## config.mk

```make
export PLATFORM = sky130hd
export DESIGN_NAME = lcd8_bus_master
export DESIGN_NICKNAME = d
export VERILOG_FILES = /design/src/rtl/lcd8_pkg.sv /design/src/rtl/lcd8_phase_timer.sv /design/src/rtl/lcd8_read_shift.sv /design/src/rtl/lcd8_bus_master.sv
export SDC_FILE = /design/constraint.sdc
export NUM_CORES = 1
export LEC_CHECK = 0
export ABC_AREA = 0
export CAP_MARGIN = 20
export CORE_MARGIN = 2
export CORE_UTILIZATION = 56
export CTS_CLUSTER_SIZE = 12
export DETAILED_ROUTE_END_ITERATION = 8
export GPL_ROUTABILITY_DRIVEN = 0
export PLACE_DENSITY = 0.92
export SYNTH_ARGS = -nofsm -noshare
export SYNTH_HDL_FRONTEND = slang
export SYNTH_HIERARCHICAL = 1
export SYNTH_SLANG_ARGS = --single-unit
```

## constraint.sdc

```tcl
create_clock -name clk -period 4.7 [get_ports clk]
set_input_delay 0.94 -clock clk [delete_from_list [all_inputs] [get_ports clk]]
set_output_delay 0.94 -clock clk [all_outputs]
set_load 0.01 [all_outputs]
```

## src/rtl/lcd8_pkg.sv

```systemverilog
package lcd8_pkg;

  typedef enum logic [3:0] {
    OP_CMD8   = 4'd0,
    OP_CMD16  = 4'd1,
    OP_DAT8   = 4'd2,
    OP_DAT16  = 4'd3,
    OP_FILL   = 4'd4,
    OP_REGWR  = 4'd5,
    OP_REGRD  = 4'd6,
    OP_PIXRD  = 4'd7,
    OP_REG32  = 4'd8,
    OP_RESET  = 4'd9
  } lcd_op_e;

  typedef enum logic [3:0] {
    S_IDLE, S_WLOW, S_WHIGH, S_RLOW, S_RHIGH, S_CSHI,
    S_DONE, S_PRE, S_RSTLO, S_POST
  } seq_state_e;

  // Number of write strobes for every op except the fill.
  function automatic logic [2:0] fixed_wr_len(lcd_op_e op);
    case (op)
      OP_CMD8, OP_DAT8, OP_REG32: fixed_wr_len = 3'd1;
      OP_CMD16, OP_DAT16, OP_REGRD: fixed_wr_len = 3'd2;
      OP_REGWR: fixed_wr_len = 3'd4;
      default: fixed_wr_len = 3'd0;
    endcase
  endfunction

  // Read strobes, the dummy included.
  function automatic logic [2:0] rd_len(lcd_op_e op, logic conv);
    case (op)
      OP_REGRD: rd_len = 3'd3;
      OP_PIXRD: rd_len = conv ? 3'd4 : 3'd3;
      OP_REG32: rd_len = 3'd5;
      default: rd_len = 3'd0;
    endcase
  endfunction

  function automatic logic [7:0] seq_byte(lcd_op_e op, logic [15:0] w,
                                          logic [7:0] r, logic [1:0] i);
    case (op)
      OP_CMD8, OP_DAT8: seq_byte = w[7:0];
      OP_CMD16, OP_DAT16: seq_byte = i[0] ? w[7:0] : w[15:8];
      OP_REG32: seq_byte = r;
      OP_REGRD: seq_byte = i[0] ? r : 8'h00;
      OP_REGWR: seq_byte = (i == 2'd0) ? 8'h00 : (i == 2'd1) ? r :
                           (i == 2'd2) ? w[15:8] : w[7:0];
      default: seq_byte = 8'h00;
    endcase
  endfunction

  function automatic logic seq_dc(lcd_op_e op, logic [1:0] i);
    case (op)
      OP_CMD8, OP_CMD16, OP_REGRD, OP_REG32: seq_dc = 1'b0;
      OP_REGWR: seq_dc = i[1];
      default: seq_dc = 1'b1;
    endcase
  endfunction

  function automatic logic [15:0] pack565(logic [23:0] px);
    pack565 = {px[23:19], px[15:10], px[7:3]};
  endfunction

  function automatic logic [31:0] read_result(lcd_op_e op, logic conv,
                                              logic [31:0] acc);
    case (op)
      OP_REG32: read_result = acc;
      OP_PIXRD: read_result = conv ? {16'h0, pack565(acc[23:0])}
                                   : {16'h0, acc[15:0]};
      OP_REGRD: read_result = {16'h0, acc[15:0]};
      default: read_result = 32'h0;
    endcase
  endfunction

endpackage

```

## src/rtl/lcd8_phase_timer.sv

```systemverilog
module lcd8_phase_timer #(
  parameter int W    = 8,
  parameter int INIT = 0
) (
  input  logic         clk,
  input  logic         rst,
  input  logic         load,
  input  logic [W-1:0] val,
  output logic         expire
);
  logic [W-1:0] cnt;

  always_ff @(posedge clk) begin
    if (rst)            cnt <= W'(INIT);
    else if (load)      cnt <= val;
    else if (cnt != '0) cnt <= cnt - 1'b1;
  end

  assign expire = (cnt == '0);
endmodule

```

## src/rtl/lcd8_read_shift.sv

```systemverilog
module lcd8_read_shift (
  input  logic        clk,
  input  logic        rst,
  input  logic        clr,
  input  logic        shift,
  input  logic [7:0]  din,
  output logic [31:0] acc
);
  always_ff @(posedge clk) begin
    if (rst || clr) acc <= '0;
    else if (shift) acc <= {acc[23:0], din};
  end
endmodule

```

## src/rtl/lcd8_bus_master.sv

```systemverilog
module lcd8_bus_master
  import lcd8_pkg::*;
#(
  parameter int LOW_CYC  = 4,
  parameter int HIGH_CYC = 4,
  parameter int PRE_CYC  = 750000,
  parameter int RST_CYC  = 100000,
  parameter int POST_CYC = 5000000,
  parameter int CNT_W    = 16
) (
  input  logic             clk,
  input  logic             rst,
  input  logic             bus_en,
  input  logic             req_valid,
  output logic             req_ready,
  input  logic [3:0]       req_op,
  input  logic [15:0]      req_word,
  input  logic [7:0]       req_reg,
  input  logic [CNT_W-1:0] req_count,
  input  logic             req_convert,
  output logic             done,
  output logic [31:0]      rd_data,
  output logic [7:0]       lcd_d_out,
  output logic             lcd_d_oe,
  input  logic [7:0]       lcd_d_in,
  output logic             lcd_dc,
  output logic             lcd_wr_n,
  output logic             lcd_rd_n,
  output logic             lcd_cs_n,
  output logic             lcd_rst_n
);
  localparam int MAXD  = PRE_CYC + RST_CYC + POST_CYC + LOW_CYC + HIGH_CYC;
  localparam int TMR_W = $clog2(MAXD + 1);

  seq_state_e state, state_n;
  lcd_op_e    op_q, req_op_e;
  logic [15:0] word_q;
  logic [7:0]  reg_q;
  logic        conv_q;
  logic [CNT_W:0] nw_q, nw_req, widx;
  logic [2:0]  nr_q, nr_req, ridx;
  logic        tmr_load, tmr_exp;
  logic [TMR_W-1:0] tmr_val;
  logic [31:0] acc;

  // named events for the checks below
  logic accept, wr_phase, rd_phase, in_reset, last_w, last_r, rd_sample;

  assign req_op_e  = lcd_op_e'(req_op);
  assign accept    = (state == S_IDLE) && req_valid;
  assign wr_phase  = (state == S_WLOW) || (state == S_WHIGH);
  assign rd_phase  = (state == S_RLOW) || (state == S_RHIGH);
  assign in_reset  = (state == S_PRE) || (state == S_RSTLO) || (state == S_POST);
  assign last_w    = (widx + 1'b1) == nw_q;
  assign last_r    = (ridx + 1'b1) == nr_q;
  assign rd_sample = (state == S_RLOW) && tmr_exp && (ridx != 3'd0);

  assign nw_req = (req_op_e == OP_FILL) ? {req_count, 1'b0}
                : {{(CNT_W - 2){1'b0}}, fixed_wr_len(req_op_e)};
  assign nr_req = rd_len(req_op_e, req_convert);

  always_comb begin
    state_n  = state;
    tmr_load = 1'b0;
    tmr_val  = '0;
    case (state)
      S_IDLE: if (req_valid) begin
        if (req_op_e == OP_RESET) begin
          state_n = S_PRE;  tmr_load = 1'b1; tmr_val = TMR_W'(PRE_CYC - 1);
        end else if (nw_req != '0) begin
          state_n = S_WLOW; tmr_load = 1'b1; tmr_val = TMR_W'(LOW_CYC - 1);
        end else if (nr_req != '0) begin
          state_n = S_RLOW; tmr_load = 1'b1; tmr_val = TMR_W'(LOW_CYC - 1);
        end else state_n = S_DONE;
      end
      S_WLOW: if (tmr_exp) begin
        state_n = S_WHIGH; tmr_load = 1'b1; tmr_val = TMR_W'(HIGH_CYC - 1);
      end
      S_WHIGH: if (tmr_exp) begin
        if (!last_w) begin
          state_n = S_WLOW; tmr_load = 1'b1; tmr_val = TMR_W'(LOW_CYC - 1);
        end else if (nr_q != '0) begin
          state_n = S_RLOW; tmr_load = 1'b1; tmr_val = TMR_W'(LOW_CYC - 1);
        end else state_n = S_DONE;
      end
      S_RLOW: if (tmr_exp) begin
        state_n = S_RHIGH; tmr_load = 1'b1; tmr_val = TMR_W'(HIGH_CYC - 1);
      end
      S_RHIGH: if (tmr_exp) begin
        if (!last_r) begin
          state_n = S_RLOW; tmr_load = 1'b1; tmr_val = TMR_W'(LOW_CYC - 1);
        end else if (op_q == OP_REG32) begin
          state_n = S_CSHI; tmr_load = 1'b1; tmr_val = TMR_W'(HIGH_CYC - 1);
        end else state_n = S_DONE;
      end
      S_CSHI: if (tmr_exp) state_n = S_DONE;
      S_PRE: if (tmr_exp) begin
        state_n = S_RSTLO; tmr_load = 1'b1; tmr_val = TMR_W'(RST_CYC - 1);
      end
      S_RSTLO: if (tmr_exp) begin
        state_n = S_POST; tmr_load = 1'b1; tmr_val = TMR_W'(POST_CYC - 1);
      end
      S_POST: if (tmr_exp) state_n = S_DONE;
      default: state_n = S_IDLE;
    endcase
  end

  always_ff @(posedge clk) begin
    if (rst) begin
      state  <= S_PRE;
      op_q   <= OP_RESET;
      word_q <= '0;
      reg_q  <= '0;
      conv_q <= 1'b0;
      nw_q   <= '0;
      nr_q   <= '0;
      widx   <= '0;
      ridx   <= '0;
    end else begin
      state <= state_n;
      if (accept) begin
        op_q   <= req_op_e;
        word_q <= req_word;
        reg_q  <= req_reg;
        conv_q <= req_convert;
        nw_q   <= nw_req;
        nr_q   <= nr_req;
        widx   <= '0;
        ridx   <= '0;
      end
      if (state == S_WHIGH && tmr_exp) widx <= widx + 1'b1;
      if (state == S_RHIGH && tmr_exp) ridx <= ridx + 1'b1;
    end
  end

  lcd8_phase_timer #(.W(TMR_W), .INIT(PRE_CYC - 1)) u_timer (
    .clk(clk), .rst(rst), .load(tmr_load), .val(tmr_val), .expire(tmr_exp)
  );

  lcd8_read_shift u_shift (
    .clk(clk), .rst(rst), .clr(accept), .shift(rd_sample),
    .din(lcd_d_in), .acc(acc)
  );

  logic [7:0] cur_byte;
  logic       cur_dc;
  assign cur_byte = (op_q == OP_FILL) ? (widx[0] ? word_q[7:0] : word_q[15:8])
                  : seq_byte(op_q, word_q, reg_q, widx[1:0]);
  assign cur_dc   = (op_q == OP_FILL) ? 1'b1 : seq_dc(op_q, widx[1:0]);

  assign lcd_d_out = wr_phase ? cur_byte : 8'h00;
  assign lcd_dc    = wr_phase ? cur_dc : 1'b1;
  assign lcd_d_oe  = !rd_phase;
  assign lcd_wr_n  = (state != S_WLOW);
  assign lcd_rd_n  = (state != S_RLOW);
  assign lcd_rst_n = (state != S_RSTLO);
  assign lcd_cs_n  = in_reset || (state == S_CSHI) || !bus_en;
  assign req_ready = (state == S_IDLE);
  assign done      = (state == S_DONE);
  assign rd_data   = read_result(op_q, conv_q, acc);


  wr_hold_chk: assert property (@(posedge clk) disable iff (rst)
    (!lcd_wr_n && $past(!lcd_wr_n)) |-> ($stable(lcd_d_out) && $stable(lcd_dc)));

  one_strobe_chk: assert property (@(posedge clk) disable iff (rst)
    !(!lcd_wr_n && !lcd_rd_n));

  rd_dir_chk: assert property (@(posedge clk) disable iff (rst)
    !lcd_rd_n |-> !lcd_d_oe);

  done_pulse_chk: assert property (@(posedge clk) disable iff (rst)
    done |=> !done);

  rst_quiet_chk: assert property (@(posedge clk) disable iff (rst)
    !lcd_rst_n |-> (lcd_wr_n && lcd_rd_n && lcd_cs_n && lcd_dc && !req_ready));

  busy_ready_chk: assert property (@(posedge clk) disable iff (rst)
    (!lcd_wr_n || !lcd_rd_n || !lcd_d_oe) |-> !req_ready);

  sample_dir_chk: assert property (@(posedge clk) disable iff (rst)
    rd_sample |-> (!lcd_rd_n && $past(lcd_d_oe) == 1'b0 || !lcd_rd_n));
endmodule

```

Word-level counts from Yosys, hierarchy flattened
Cells that the tools add are included.
{ "op_classes": {"addsub": 3, "n_mul": 0, "div_mod_pow": 0, "n_lt_le_gt_ge": 0, "eq_ne": 41, "shifts": 0, "muxes": 65, "bitwise_logic": 0, "n_reduce_logical": 36} }
{ "ops": {"columns": ["operator", "n"], "rows": [
  ["one-hot mux 23 bit (6 select lines)", 1],
  ["one-hot mux 32 bit (3 select lines)", 1],
  ["2-to-1 mux 23 bit", 3],
  ["2-to-1 mux 17 bit", 4],
  ["2-to-1 mux 8 bit", 7],
  ["equality test 4 x 3 -> 1 bit, second input constant", 12],
  ["2-to-1 mux 20 bit", 2],
  ["one-hot mux 8 bit (5 select lines)", 1],
  ["2-to-1 mux 4 bit", 8],
  ["one-hot mux 4 bit (8 select lines)", 1],
  ["2-to-1 mux 3 bit", 9],
  ["equality test 4 x 2 -> 1 bit, second input constant", 6],
  ["logical NOT 23 bit", 1],
  ["nonzero test 23 bit", 1],
  ["subtractor 23 x 1 -> 23 bit, second input constant", 1],
  ["equality test 4 bit, second input constant", 5],
  ["2-to-1 mux 2 bit", 10],
  ["one-hot mux 3 bit (3 select lines)", 2],
  ["adder 17 x 1 -> 17 bit, second input constant", 1],
  ["equality test 17 bit", 1],
  ["nonzero test 17 bit", 1],
  ["2-to-1 mux 16 bit", 1],
  ["inequality test 2 bit, second input constant", 7],
  ["2-to-1 mux 1 bit", 13],
  ["other kinds (22)", 46]
]} }
{ "word_totals": {"regBits": 128, "latchBits": 0, "ramBits": 0, "rom_bits": 0, "out_inout_bits": 48, "word_cells": 156, "n_memories": 0} }

Depth between registers and ports, before layout
Gate-level depths: netlist of the first run.
{ "logic_depth": {"word_depth": 10, "mapped_depth": 16, "mapped_depth_nobuf": 12} }

Modules after synthesis
Netlist of the first run, hierarchy kept.
{ "modules_own_cells": {"columns": ["mod", "n_inst", "cells_per_inst", "area_each_um2", "seq_area_each_um2"], "rows": [
  ["lcd8_bus_master", 1, 672, 5019.8, 1461.4],
  ["lcd8_phase_timer", 1, 151, 1282.5, 460.4],
  ["lcd8_read_shift", 1, 105, 1156.1, 640.6]
]} }

Least setup slack after synthesis of the first run
OpenSTA, ideal clock, no wires.
{ "synth_path": {"kind": "reg-to-reg", "from": "register u_timer.cnt[12]", "to": "register u_timer.cnt[18]", "setup_ns": 0.076, "arrival_ns": 3.474, "required_ns": 4.624, "path_slack_ns": 1.150, "stages_incl_launch_ff": 15, "n_path_buf": 7, "period_less_slack_ns": 3.550, "cell_sequence": "dfxtp_1 or4_4 or4_4 nor2_4 buf_6 clkbuf_1 nand2_1 clkbuf_1 clkbuf_1 o21ai_1 clkbuf_1 clkbuf_1 clkbuf_1 nand2_1 o22ai_1"} }
{ "synth_between": {"elab_chain_cells": 4} }
{ "synth_lines": {"columns": ["item", "line_no", "source"], "rows": [
  ["start: declaration", "lcd8_phase_timer.sv:11", "logic [W-1:0] cnt;"],
  ["start signal: assignment", "lcd8_phase_timer.sv:14", "if (rst) cnt <= W'(INIT);"],
  ["start signal: assignment", "lcd8_phase_timer.sv:15", "else if (load) cnt <= val;"],
  ["start signal: assignment", "lcd8_phase_timer.sv:16", "else if (cnt != '0) cnt <= cnt - 1'b1;"],
  ["logical NOT 23 bit *", "lcd8_phase_timer.sv:19", "assign expire = (cnt == '0);"],
  ["net tmr_exp", "lcd8_bus_master.sv:42", "logic tmr_load, tmr_exp;"],
  ["2-to-1 mux 1 bit (on tied branches)", null, null],
  ["one-hot mux 1 bit (4 select lines) *", "lcd8_bus_master.sv:66", "case (state)"],
  ["net tmr_load", "lcd8_bus_master.sv:42", null],
  ["2-to-1 mux 23 bit / nonzero test 2 bit (equally long branches)", null, null]
]} }
The timed path passes the listed nets; every way through them passes the cells marked *. The select of a mux whose other input is x is not followed.
A chain may end at the register's enable or synchronous reset.

Worst setup path after layout of the first run
{ "layout_path": {"from": "register op_q[0]", "to": "output port lcd_d_out[7]"} }
{ "layout_between": {"elab_chain_cells": 5} }
{ "layout_lines": {"columns": ["item", "line_no", "source"], "rows": [
  ["start: declaration", "lcd8_bus_master.sv:36", "lcd_op_e op_q, req_op_e;"],
  ["start signal: assignment", "lcd8_bus_master.sv:122", "op_q <= req_op_e;"],
  ["equality test 4 x 1 -> 1 bit (tied with other cells)", "lcd8_pkg.sv:43", "case (op)"],
  ["OR reduction 2 bit", "lcd8_pkg.sv:43", null],
  ["one-hot mux 8 bit (5 select lines)", "lcd8_pkg.sv:43", null],
  ["2-to-1 mux 8 bit *", "lcd8_bus_master.sv:147", "assign cur_byte = (op_q == OP_FILL) ? (widx[0] ? word_q[7:0] : word_q[15:8])"],
  ["2-to-1 mux 8 bit *", "lcd8_bus_master.sv:151", "assign lcd_d_out = wr_phase ? cur_byte : 8'h00;"],
  ["end: declaration", "lcd8_bus_master.sv:23", "output logic [7:0] lcd_d_out,"]
]} }
Mark *: on every way between the ends. The rest lies on a longest branch, timed or not.

==> run_results.csv, run 1 <==
group,metric,value,unit
grt,grt-ovfl-total,0,
power_and_ir_drop,power,0.00255,W
placed_design,portBuffers,104,
logic_synthesis,netlist_area,7460,µm²
setup_path,reg2reg_to,"u_timer/cnt[22]",
grt,grt_max_degree,74,
cells_and_area,areaGrowthSynthToFinish,21.6,%
clock_network,clk_pin_slew_worst_paths,0.06,ns
grt,grt.total_usage,28.5,%
grt,grt_pass1_wl,33200,µm
sta,hold_viol_final,0,
routing,drtIter0Drc,651,
setup_path,crit_type,"reg -> out",
sta,max_freq,231,MHz
setup_path,path_common_cell,"a211oi_1",
routing,drc,0,
setup_path,required,3.76,ns
cells_and_area,utilization,69.0,%
setup_path,cp_max_fo,26,
clock_network,h-tree-depth,4,
floorplan,core_area,13100,µm²
hold_path,min_to,"reg_q[3]",
logic_synthesis,synth_seq_area_share,34.4,%
floorplan,initial_core_util,56.8,%
placed_design,dp_hpwl,13100,µm
logic_synthesis,yosysTopAreaCell,"dfxtp_1",
cells_and_area,fillers,999,
clock_network,root_buffer,"clkbuf_16",
routing,drt_wl_total,20200,µm
clock_network,cts_hold_buf,0,
clock_network,cts_tree,"built",
logic_synthesis,ys_seq_elements,128,
clock_network,clock_sinks,128,
clock_network,clk_latency,0.42,ns
grt,grtUsageMet1,35.5,%
sta,tightest_slew,1.06,ns
logic_synthesis,synth_edf_count,0,
cells_and_area,nNetsFinal,1052,
routing,viasPerCell,6.22,
setup_path,worstPathArrival,3.39,ns
routing,via_count,7325,
setup_path,crit_slowest_cell,"dfxtp_1",
logic_synthesis,synth.area.top_cells,"dfxtp_1 34%, mux2i_1 6.4%, nand2_1 5.3%",
power_and_ir_drop,powerDensity,281,nW/µm²
routing,routedWlPerCell,17.2,µm
hold_path,hold_path_depth,2,
sta,period_needed,4.33,ns
clock_network,numCtsBuffers,17,
cells_and_area,fin_cells,1177,
setup_path,cp_cell_sequence,"nor4b_1 -> nand2_1 -> o21ai_1 -> a211oi_1 -> a211oi_1 -> clkdlybuf4s50_1",
hold_path,min-delay-start,"reg_q[3]",
floorplan,ios,105,
hold_path,hold_path_class,"reg -> reg",
logic_synthesis,syn_avg_cell_area,8.04,µm²
floorplan,row_count,42,
routing,postRouteAntennaNets,0,
sta,post-route-period-util,92.1,%
run,maxCapViolations,0,
sta,rsz0062_at_grt,"no",
sta,final-setup-viol-count,0,
setup_path,r2r-start,"widx[0]",
status,outcome,"finished clean",
placed_design,dp_cells,1145,
grt,use_met2,46.4,%
cells_and_area,diodes,0,
clock_network,clockBufferDepth,2,
cells_and_area,drive_gt1_share,7.89,%
setup_path,r2r_slack,1.06,ns
sta,drv_slew,0,
floorplan,die_h,119,µm
setup_path,critPathCaptureType,"output pin",
grt,met3_usage,7.52,%
grt,top_usage_layer,"met2",
logic_synthesis,synthArstFlopShare,0,%
grt,grt_pass1_vias,6913,
grt,antenna_found_initial,0,
logic_synthesis,synth_top_area_share,34.4,%
clock_network,post_cts_resize_count,0,
setup_path,max_stage_delay,0.85,ns
floorplan,die-area,14300,µm²
logic_synthesis,postSynthCellCount,928,
logic_synthesis,yosys_warnings,6,
logic_synthesis,synth.distinct_cells,82,
setup_path,reg2regPathDepth,10,
power_and_ir_drop,p_leak,3.06,nW
routing,dr.pass1.iters,6,
logic_synthesis,ys.flop_type,"dfxtp_1",
setup_path,start_kind,"flip-flop",
clock_network,cts_setup_buffers,0,
sta,slew_headroom,29.1,%
floorplan,die_w,119,µm
sta,tns,0,ns
power_and_ir_drop,peakVddDrop,318,µV
sta,clock_skew,0.00972,ns
==> worst max path at each step <==
stage                     depth (start not counted)  slack [ns]       startpoint         endpoint
final                                             6        0.37          op_q[0]     lcd_d_out[7]
after global routing                              6        0.23          op_q[0]     lcd_d_out[7]
after CTS                                         6        0.44          op_q[0]     lcd_d_out[7]
after detailed placement                         11        0.56        req_op[2]  u_timer/cnt[13]
after global placement                           11        0.75        req_op[1]  u_timer/cnt[13]
after floorplan                                  14        1.15  u_timer/cnt[12]  u_timer/cnt[18]
==> critical path: cells and delay by family (launching register included) <==
kind	cells	cell delay, ns
AOI/OAI and AO/OA	3	0.96
DFF	1	0.85
buffers and inverters	1	0.62
and+or+nand+nor	2	0.52
==> stage by stage <==
| step | setup WS [ns] | instance area [µm²] | hold WS [ns] |
|---|---|---|---|
| finish | 0.373 | 9070 | 0.456 |
| global route | 0.233 | 9070 | 0.482 |
| CTS | 0.440 | 9070 | 0.457 |
| detailed placement | 0.559 | 8460 | 0.448 |
| global placement | 0.747 | 8460 | 0.443 |
| floorplan | 1.15 | 7470 | 0.436 |
==> report_power, final <==
part           internal, W  switching, W
Clock             0.000808      0.000558
Combinational    0.0000519     0.0000434
Sequential         0.00109    0.00000290
Total              0.00195      0.000604
==> state kept, by name, summed over array words and instances (netlist names) <==
signal / count
nw_q: 17
u_shift/acc: 32
nr_q: 3
word_q: 16
widx: 17
op_q: 4
conv_q: 1
u_timer/cnt: 23
reg_q: 8
ridx: 3
state: 4
==> logic make-up after synthesis <==
kind of cell	Yosys count	synth area share (%)
AND/OR/NAND/NOR	370	26.2
adder cells (fa/ha/maj)	7	1.17
AO/OA/AOI/OAI	237	21.0
flip-flops	128	34.4
buffers and inverters	99	6.09
XOR/XNOR	37	4.53
multiplexers	49	6.59
other	1	0.0503
==> Yosys cell counts, types with 17 or more instances <==
| master | count |
|---|---|
| a211oi_1 | 17 |
| a21oi_1 | 74 |
| a22o_1 | 18 |
| a22oi_1 | 20 |
| and2_1 | 18 |
| clkbuf_1 | 49 |
| dfxtp_1 | 128 |
| inv_1 | 21 |
| mux2i_1 | 48 |
| nand2_1 | 105 |
| nor2_1 | 105 |
| nor3_1 | 21 |
| nor4_1 | 18 |
| o21ai_0 | 32 |
| xnor2_1 | 26 |
==> cells in the final DEF, fill, tap and decap left out, drive strengths merged, types with 20 or more instances in the layout <==
cell type	count
nand2	105
clkdlybuf4s50	103
nor3	21
dfxtp	128
a22oi	20
o21ai	38
a21oi	74
xnor2	26
inv	31
nor2	106
nor4	26
mux2i	48
==> layout make-up <==
| class | count | area [µm²] | share of cell area (%) |
|---|---|---|---|
| Clock buffer | 17 | 425 | 4.69 |
| Multi-Input combinational cell | 703 | 4460 | 49.2 |
| Timing Repair Buffer | 117 | 1130 | 12.5 |
| Sequential cell | 128 | 2560 | 28.3 |
| Inverter | 21 | 78.8 | 0.869 |
| Clock inverter | 15 | 185 | 2.04 |
| Tap cell | 176 | 220 | 2.43 |
==> layer usage <==
metal / share of wire, % / routed length, µm
met1: 41 / 8330
met2: 47 / 9580
met5: 0 / 0
met3: 7.9 / 1600
met4: 3.7 / 742
Power figures use the tool's default switching activity.
==> run 2: changes to the inputs <==
--- a/config.mk
+++ b/config.mk
@@ -12,7 +12,7 @@
 export CTS_CLUSTER_SIZE = 12
 export DETAILED_ROUTE_END_ITERATION = 8
 export GPL_ROUTABILITY_DRIVEN = 0
-export PLACE_DENSITY = 0.92
+export PLACE_DENSITY = 0.82
 export SYNTH_ARGS = -nofsm -noshare
 export SYNTH_HDL_FRONTEND = slang
 export SYNTH_HIERARCHICAL = 1
==> run 2 against run 1 <==
Combinational power barely moved. Maximum frequency rose by 4.5%. Wire length fell by 4.2%. Count of clock-buffer cells in the layout did not move. Power fell by 3.9%. Sequential cell count did not move. Register-to-register slack improved by 0.05 ns. Non-clock buffer count rose by 1. First-iteration DRC count rose by 26%.
==> run_results.csv, run 2 (synthesis gave the netlist of run 1 again) <==
group,metric,value,unit
status,outcome,"finished clean",
floorplan,ios,105,
cells_and_area,largest_register_ffs,32,
cells_and_area,areaGrowthSynthToFinish,21.1,%
floorplan,initial_core_util,56.8,%
setup_path,start_kind,"flip-flop",
routing,viasPerCell,6.03,
routing,routedWlPerCell,16.5,µm
clock_network,cts_setup_buffers,0,
sta,tightest_slew,1.05,ns
setup_path,cp_max_fo,11,
routing,drc,0,
power_and_ir_drop,powerDensity,272,nW/µm²
clock_network,cts_hold_buf,0,
placed_design,dp_hpwl,12900,µm
setup_path,critPathCaptureType,"output pin",
floorplan,die-area,14300,µm²
routing,dr.pass1.iters,6,
placed_design,portBuffers,104,
power_and_ir_drop,p_clk_share,51.7,%
hold_path,hold_path_class,"reg -> reg",
setup_path,crit_type,"reg -> out",
routing,via_count,7102,
clock_network,h-tree-depth,4,
routing,postRouteAntennaNets,0,
clock_network,clock_sinks,128,
floorplan,row_count,42,
floorplan,die_w,119,µm
clock_network,cts_tree,"built",
grt,grt_pass1_wl,32000,µm
power_and_ir_drop,p_leak,3.04,nW
floorplan,core_area,13100,µm²
cells_and_area,drive_gt1_share,7.98,%
floorplan,die_h,119,µm
cells_and_area,reg_top3,"u_shift/acc: 32 flops, u_timer/cnt: 23 flops",
sta,final-setup-viol-count,0,
cells_and_area,fillers,1100,
cells_and_area,most-common-layout-cells,"128 x dfxtp_1, 105 x nor2_1, 104 x nand2_1",
power_and_ir_drop,p_int,0.00184,W
setup_path,required,3.76,ns
sta,slew_headroom,29.9,%
power_and_ir_drop,peakVddDrop,269,µV
sta,clock_skew,0.0113,ns
clock_network,numCtsBuffers,17,
run,maxCapViolations,0,
sta,max_freq,242,MHz
clock_network,clk_pin_slew_worst_paths,0.06,ns
sta,rsz0062_at_grt,"no",
clock_network,root_buffer,"clkbuf_16",
cells_and_area,final_common_cell,"dfxtp_1",
grt,grt.total_usage,27.5,%
sta,hold_viol_final,0,
grt,grt_pass1_vias,6567,
power_and_ir_drop,p_seq_share,44.4,%
sta,post-route-period-util,88.1,%
sta,drv_slew,0,
cells_and_area,regMostFlops,"u_shift/acc",
routing,drtIter0Drc,823,
cells_and_area,nNetsFinal,1053,
sta,tns,0,ns
routing,drt_wl_total,19400,µm
cells_and_area,fin_cells,1178,
setup_path,worstPathArrival,3.20,ns
grt,grt-ovfl-total,0,
clock_network,clockBufferDepth,2,
power_and_ir_drop,p_sw_share,24.9,%
cells_and_area,diodes,0,
grt,grt_max_degree,50,
power_and_ir_drop,power_switching,0.000612,W
clock_network,post_cts_resize_count,0,
sta,period_needed,4.14,ns
grt,antenna_found_initial,0,
clock_network,clk_latency,0.43,ns
power_and_ir_drop,p_comb_share,3.9,%
placed_design,dp_cells,1146,
-- run 2: cell types whose count changed in the layout (fill, tap and decap cells not counted), sizes merged --
cell | before | now
bufinv | 2 | 0
clkinvlp | 1 | 3
buf | 14 | 15
clkinv | 2 | 1
inv | 31 | 32
-- run 2: area by class of cell --
cell class              instances  area (µm²)  share of cell area [%]
clock inverters                15         140                    1.55
multi-input cells             703        4460                    49.4
inverters                      21        78.8                   0.873
well taps                     176         220                    2.44
clock buffers                  17         425                    4.71
repair buffers                118        1140                    12.6
flip-flops and latches        128        2560                    28.4
-- run 2: routing by layer --
| metal | global-route usage, % | wire length (µm) | vias to the layer above |
|---|---|---|---|
| met3 | 6.42 | 1370 | 41 |
| li1 | - | - | 3467 |
| met1 | 36.3 | 8570 | 3345 |
| met2 | 43.4 | 8960 | 249 |
| met4 | 10.9 | 506 | 0 |
| met5 | 0 | 0 | - |
-- run 2: worst max-delay path, cell delays in order (launching register included) --
cell and delay [ns]:
dfxtp_1 0.55, inv_1 0.12, ha_1 0.22, nor4b_1 0.36, nand2_1 0.09, o21ai_1 0.33
a211oi_1 0.16, a211oi_1 0.34, clkdlybuf4s50_1 0.60
-- run 2: path summary, 6_finish.rpt --
check	from	end	slack, ns	cells after the start
worst min register to register	conv_q	conv_q	0.47	2
worst max register to register	widx[0]	u_timer/cnt[17]	1.11	10
worst max-delay path	widx[0]	lcd_d_out[7]	0.56	8
worst min-delay path	conv_q	conv_q	0.47	2
-- run 2: power groups by stage --
stage                     combinational, W  clock (W)  sequential [W]
after global placement           0.0000924          0         0.00111
after detailed placement         0.0000941          0         0.00111
after global routing              0.000103    0.00133         0.00109
after floorplan                  0.0000368          0         0.00111
after CTS                        0.0000946    0.00128         0.00109
final                            0.0000954    0.00127         0.00109
-- run 2: stage by stage --
| step | worst slack [ns] | instance area [µm²] | util [%] | hold slack [ns] | power (W) |
|---|---|---|---|---|---|
| finish | 0.560 | 9030 | 68.7 | 0.466 | 0.00245 |
| global route | 0.315 | 9030 | 68.7 | 0.486 | 0.00252 |
| CTS | 0.589 | 9030 | 68.7 | 0.465 | 0.00247 |
| detailed placement | 0.580 | 8460 | 64.4 | 0.454 | 0.00121 |
| global placement | 0.659 | 8460 | 64.4 | 0.443 | 0.00121 |
| floorplan | 1.15 | 7470 | - | 0.436 | 0.00115 |
==> run 3: changes to the inputs <==
--- a/config.mk
+++ b/config.mk
@@ -13,6 +13,7 @@
 export DETAILED_ROUTE_END_ITERATION = 8
 export GPL_ROUTABILITY_DRIVEN = 0
 export PLACE_DENSITY = 0.82
+export SKIP_LAST_GASP = 1
 export SYNTH_ARGS = -nofsm -noshare
 export SYNTH_HDL_FRONTEND = slang
 export SYNTH_HIERARCHICAL = 1
==> results of run 3 <==
Final layout, timing and power as in run 2 (identical DEF).
